**config.mk**
```make
export PLATFORM = sky130hd
export DESIGN_NAME = pid_tlb
export DESIGN_NICKNAME = d
export VERILOG_FILES = /design/src/rtl/tlb_pkg.sv /design/src/rtl/tlb_match.sv /design/src/rtl/tlb_lru.sv /design/src/rtl/pid_tlb.sv
export SDC_FILE = /design/constraint.sdc
export NUM_CORES = 2
export LEC_CHECK = 0
export CAP_MARGIN = 20
export CELL_PAD_IN_SITES_DETAIL_PLACEMENT = 0
export CELL_PAD_IN_SITES_GLOBAL_PLACEMENT = 1
export CORE_ASPECT_RATIO = 1.1
export CORE_MARGIN = 4
export CORE_UTILIZATION = 33
export DETAILED_ROUTE_END_ITERATION = 16
export GPL_TIMING_DRIVEN = 0
export PLACE_DENSITY_LB_ADDON = 0.25
export SLEW_MARGIN = 20
export SYNTH_ARGS = -nofsm -noshare
export SYNTH_HDL_FRONTEND = slang
export SYNTH_HIERARCHICAL = 1
export SYNTH_SLANG_ARGS = --single-unit
```
**constraint.sdc**
```tcl
create_clock -name clk -period 7.87 [get_ports clk]
set_clock_uncertainty 0.1 [all_clocks]
set_input_delay 1.1805 -clock clk [delete_from_list [all_inputs] [get_ports clk]]
set_output_delay 1.1805 -clock clk [all_outputs]
set_load 0.005 [all_outputs]
```
**src/rtl/tlb_pkg.sv**
```systemverilog
package tlb_pkg;
    localparam int VA_W     = 32;
    localparam int PA_W     = 30;
    localparam int PG_OFF_W = 11;
    localparam int VPN_W    = VA_W - PG_OFF_W;
    localparam int PPN_W    = PA_W - PG_OFF_W;
    localparam int PID_W    = 8;

    typedef enum logic [1:0] {
        ACC_LOAD  = 2'd0,
        ACC_STORE = 2'd1,
        ACC_FETCH = 2'd2,
        ACC_RSVD  = 2'd3
    } acc_e;

    typedef struct packed {
        logic usr;
        logic x;
        logic w;
        logic r;
    } perm_t;

    typedef struct packed {
        logic             vld;
        logic [PID_W-1:0] pid;
        logic [VPN_W-1:0] vpn;
        logic [PPN_W-1:0] ppn;
        perm_t            perm;
    } tlb_ent_t;

    function automatic logic perm_ok(perm_t p, acc_e a, logic user);
        logic ok;
        case (a)
            ACC_STORE: ok = p.w;
            ACC_FETCH: ok = p.x;
            default:   ok = p.r;
        endcase
        if (user && !p.usr) ok = 1'b0;
        return ok;
    endfunction
endpackage

```
**src/rtl/tlb_match.sv**
```systemverilog
module tlb_match
    import tlb_pkg::*;
#(
    parameter int N = 8
) (
    input  tlb_ent_t         ent [N],
    input  logic [VPN_W-1:0] vpn,
    input  logic [PID_W-1:0] pid,
    output logic [N-1:0]     hit_vec
);
    for (genvar i = 0; i < N; i++) begin : g_cmp
        assign hit_vec[i] = ent[i].vld && (ent[i].vpn == vpn) && (ent[i].pid == pid);
    end
endmodule

```
**src/rtl/tlb_lru.sv**
```systemverilog
module tlb_lru #(
    parameter int N  = 8,
    localparam int IW = $clog2(N)
) (
    input  logic          clk,
    input  logic          rst,
    input  logic          touch_en,
    input  logic [IW-1:0] touch_idx,
    output logic [IW-1:0] victim_idx
);
    logic [IW-1:0] age [N];

    always_ff @(posedge clk) begin
        if (rst) begin
            for (int i = 0; i < N; i++) age[i] <= IW'(i);
        end else if (touch_en) begin
            for (int i = 0; i < N; i++) begin
                if (IW'(i) == touch_idx)
                    age[i] <= '0;
                else if (age[i] < age[touch_idx])
                    age[i] <= age[i] + 1'b1;
            end
        end
    end

    always_comb begin
        victim_idx = '0;
        for (int i = 0; i < N; i++)
            if (age[i] == IW'(N - 1)) victim_idx = IW'(i);
    end
endmodule

```
**src/rtl/pid_tlb.sv**
```systemverilog
module pid_tlb
    import tlb_pkg::*;
#(
    parameter int N = 8
) (
    input  logic             clk,
    input  logic             rst,
    input  logic             lk_valid,
    input  logic [VA_W-1:0]  lk_vaddr,
    input  logic [PID_W-1:0] lk_pid,
    input  logic [1:0]       lk_acc,
    input  logic             lk_user,
    output logic             lk_hit,
    output logic             lk_miss,
    output logic             lk_fault,
    output logic [PA_W-1:0]  lk_paddr,
    input  logic             rf_valid,
    input  logic [VPN_W-1:0] rf_vpn,
    input  logic [PID_W-1:0] rf_pid,
    input  logic [PPN_W-1:0] rf_ppn,
    input  logic [3:0]       rf_perm,
    input  logic             flush
);
    localparam int IW = $clog2(N);

    tlb_ent_t      ent [N];
    logic [N-1:0]  lk_vec, rf_vec, vld_vec;
    logic [IW-1:0] lk_idx, rf_idx, free_idx, victim_idx, wr_idx;
    logic          any_free, lk_any, rf_any, lk_ok;
    logic          touch_en;
    logic [IW-1:0] touch_idx;
    tlb_ent_t      lk_ent;

    for (genvar i = 0; i < N; i++) begin : g_vld
        assign vld_vec[i] = ent[i].vld;
    end

    tlb_match #(.N(N)) u_lk_match (
        .ent(ent), .vpn(lk_vaddr[VA_W-1:PG_OFF_W]), .pid(lk_pid), .hit_vec(lk_vec)
    );

    tlb_match #(.N(N)) u_rf_match (
        .ent(ent), .vpn(rf_vpn), .pid(rf_pid), .hit_vec(rf_vec)
    );

    always_comb begin
        lk_idx = '0;
        rf_idx = '0;
        for (int i = 0; i < N; i++) begin
            if (lk_vec[i]) lk_idx = IW'(i);
            if (rf_vec[i]) rf_idx = IW'(i);
        end
        free_idx = '0;
        any_free = 1'b0;
        for (int i = N - 1; i >= 0; i--) begin
            if (!vld_vec[i]) begin
                free_idx = IW'(i);
                any_free = 1'b1;
            end
        end
    end

    assign lk_any = |lk_vec;
    assign rf_any = |rf_vec;
    assign lk_ent = ent[lk_idx];
    assign lk_ok  = perm_ok(lk_ent.perm, acc_e'(lk_acc), lk_user);

    assign lk_hit   = lk_valid && lk_any && lk_ok;
    assign lk_fault = lk_valid && lk_any && !lk_ok;
    assign lk_miss  = lk_valid && !lk_any;
    assign lk_paddr = lk_hit ? {lk_ent.ppn, lk_vaddr[PG_OFF_W-1:0]} : '0;

    assign wr_idx = rf_any ? rf_idx : (any_free ? free_idx : victim_idx);

    assign touch_en  = !flush && (rf_valid || lk_hit);
    assign touch_idx = rf_valid ? wr_idx : lk_idx;

    tlb_lru #(.N(N)) u_lru (
        .clk(clk), .rst(rst), .touch_en(touch_en),
        .touch_idx(touch_idx), .victim_idx(victim_idx)
    );

    always_ff @(posedge clk) begin
        if (rst) begin
            for (int i = 0; i < N; i++) ent[i] <= '0;
        end else if (flush) begin
            for (int i = 0; i < N; i++) ent[i].vld <= 1'b0;
        end else if (rf_valid) begin
            ent[wr_idx] <= '{vld: 1'b1, pid: rf_pid, vpn: rf_vpn,
                             ppn: rf_ppn, perm: perm_t'(rf_perm)};
        end
    end
endmodule

```
==> out/results.ini <==
[cts]
cts_buffer_depth=3
cts-hold-fix-buffers=0
htree_levels=2
cts_tree=done
clk_pin_slew_ps=60
cts_inserted_buffers=55
clock_sinks=448
root_buffer=clkbuf_16
insertion_delay_ps=650

[setup_path]
cp.arrival_ps=6510
crit_path_end_kind=primary output
r2r_cells=18
worstPathRequired_ps=6590
worstReg2RegEnd=u_lru/age[2][2]$_SDFFCE_PN0P_
startpoint_type=primary input
criticalPathCategory=primary input to primary output
critPathMaxFanout=10
r2r_slack_ps=630
worst_r2r_startpoint=ent[358]$_SDFFE_PP0P_

[timing]
timing.final.crit_share_pct=99.0
rsz0062_at_grt=no
maxSlewHeadroom_pct=17.6
hold_violations=0
final_max_slew_viol_count=0
layout_setup_ws_ps=78.9
worst_slew_pin_slew_ps=1240
fin_crit_ps=7790
setup-violations-final=0
fmax_ghz=0.128
whs_ps=357

[final_layout]
diodes=0
syn_to_final_growth_pct=16.9
fin_nets=3176
finalInstanceArea_um2=30800
fill_cells=8037
seqCellArea_um2=9210
most-common-layout-cells=dfxtp_1, nand2b_1, nand2_1
multiInputGateArea_um2=15900
final_util_pct=39.0
final_common_cell=dfxtp_1
drive_above_1_share_pct=10.0

[place]
port_buffers=103
dp_hpwl_um=86200
place.gp.congestion=0.979
pre_cts_ws_ps=-1470
place_area_um2=28800

[die]
start_util_pct=33.4
core-area_um2=79100
rows=108
die_w_um=277
io_pins=133
die_y_um=304
dieArea_um2=84500

[synth]
synth_fa_ha_area_share_pct=1.57
synth_edf_count=24
ys_seq_elements=448
ys_seq_area_share_pct=34.9
synth_mux_area_share_pct=12.5
synth-compound-area-share_pct=7.36
synth_nets=3014
synthXorXnorAreaFrac_pct=15.4
yosysWarnings=6
synthSimpleGateAreaFrac_pct=23.0
synth_top_family_by_area=simple AND/OR/NAND/NOR gates
syn_inst=2881
synth_area_um2=26400
async_reset_ff_share_pct=0
syn_area_per_cell_um2=9.15
ys.flop_type=dfxtp_1
yosysUniqueCellTypes=84

[route]
wirelength_um=116000
post-route-drc-count=0
via_count=22600
firstDrtPassIters=7
first_iter_violations=2004
drtAntennaViolNets=0
routedWlPerCell_um=28.0
vias_per_cell=5.46

[global_route]
gr-usage-all-layers_pct=26.2
grt_pass1_vias=22500
grt_overflow=0
globalRouteMet3Util_pct=3.48
antenna_found_initial=2
met1_usage_pct=32.7
top_usage_layer=met2
grt_pass1_wl_um=163000
grtUsageMet2_pct=43.7
grt_max_degree=17

[job]
timing.max_cap.violations=0

[pwr]
ir_drop_v=0.000183
power_leakage_nw=12.7
power.total_w=0.00584
pwr_density_cell_nw_per_um2=189

[hold_path]
hold-path-cell-count=2
worstHoldEndpoint=ent[322]$_SDFFE_PP0P_
hold_path_class=flip-flop to flip-flop
min_from=ent[322]$_SDFFE_PP0P_

[outcome]
outcome=finished clean

==> where the power goes <==
group / switching (W) / total, W / internal, W
Combinational: 0.000445 / 0.000705 / 0.000260
Clock: 0.00113 / 0.00278 / 0.00165
Sequential: 0.0000349 / 0.00236 / 0.00232
Total: 0.00161 / 0.00584 / 0.00423
==> kinds of logic after synthesis <==
kind of cell               Yosys count
and+or+nand+nor                   1084
adders and majority gates           33
AOI/OAI and AO/OA                  286
xor gates and xnor gates           465
muxes                              325
buffers and inverters              240
DFF                                448
==> area by class of cell <==
cell class	instances	area share, %
tap	1045	4.24
sequential	448	29.9
clock inverter	27	1.22
inverter	18	0.219
timing repair buffer	105	3.43
multi-input combinational	2193	51.6
buffer	222	4.16
clock buffer	76	5.25
==> critical path: stages <==
cell,delay [ps]
buf_2,360
xor2_1,130
nor4_1,770
nand4_1,480
nor4_4,590
nor2_1,120
o21ai_1,320
clkbuf_1,440
clkbuf_1,450
and3_1,230
a211oi_1,50
a311oi_1,510
a31oi_1,130
nor4_2,190
clkdlybuf4s50_1,540
==> synthesized netlist by cell type (all sizes together) (54+ instances only) <==
cell type  number  area, um2
nand2b        371       2320
mux2i         317       3170
nand2         358       1340
a21oi         119        596
nand3          71        368
xor2          320       2800
dfxtp         424       8490
clkbuf         94        353
buf           128        927
nand4          54        338
nor4          119        985
xnor2         145       1270
==> stage by stage <==
| stage | TNS [ps] | std cells |
|---|---|---|
| after floorplan | 0 | 2881 |
| after global placement | -76320 | 4029 |
| after detailed placement | -52470 | 4031 |
| after CTS | 0 | 4134 |
| after global routing | 0 | 4134 |
| final | 0 | 4134 |
==> registers in the layout (all words and copies together) (netlist names) <==
| name | count |
|---|---|
| ent | 424 |
| u_lru/age | 24 |
==> worst max path at each step <==
stage / startpoint / end / slack, ps / depth (start not counted)
floorplan: lk_vaddr[16] / u_lru/age[1][0]$_SDFFCE_PN1P_ / 1220 / 19
global placement: lk_pid[5] / u_lru/age[1][1]$_SDFFCE_PN0P_ / -1870 / 18
detailed placement: lk_pid[5] / u_lru/age[2][2]$_SDFFCE_PN0P_ / -1470 / 18
CTS: lk_vaddr[28] / u_lru/age[2][2]$_SDFFCE_PN0P_ / 7 / 19
global route: rf_vpn[0] / u_lru/age[2][2]$_SDFFCE_PN0P_ / 30 / 18
finish: lk_vaddr[14] / lk_paddr[21] / 80 / 15
==> repair_timing <==
item,in CTS,in global routing
buffers inserted,0,0
gates cloned,0,0
setup endpoints to repair,50,29
resized for setup,6,8
==> metal layers <==
metal | wire [um] | up-vias | part of all wire [%]
met5 | 0 | - | 0
met4 | 7860 | 0 | 6.8
met3 | 6390 | 271 | 5.5
met2 | 53900 | 873 | 47
met1 | 47600 | 11200 | 41
li1 | - | 10200 | -
No activity file was read; power rests on OpenSTA's default activity.
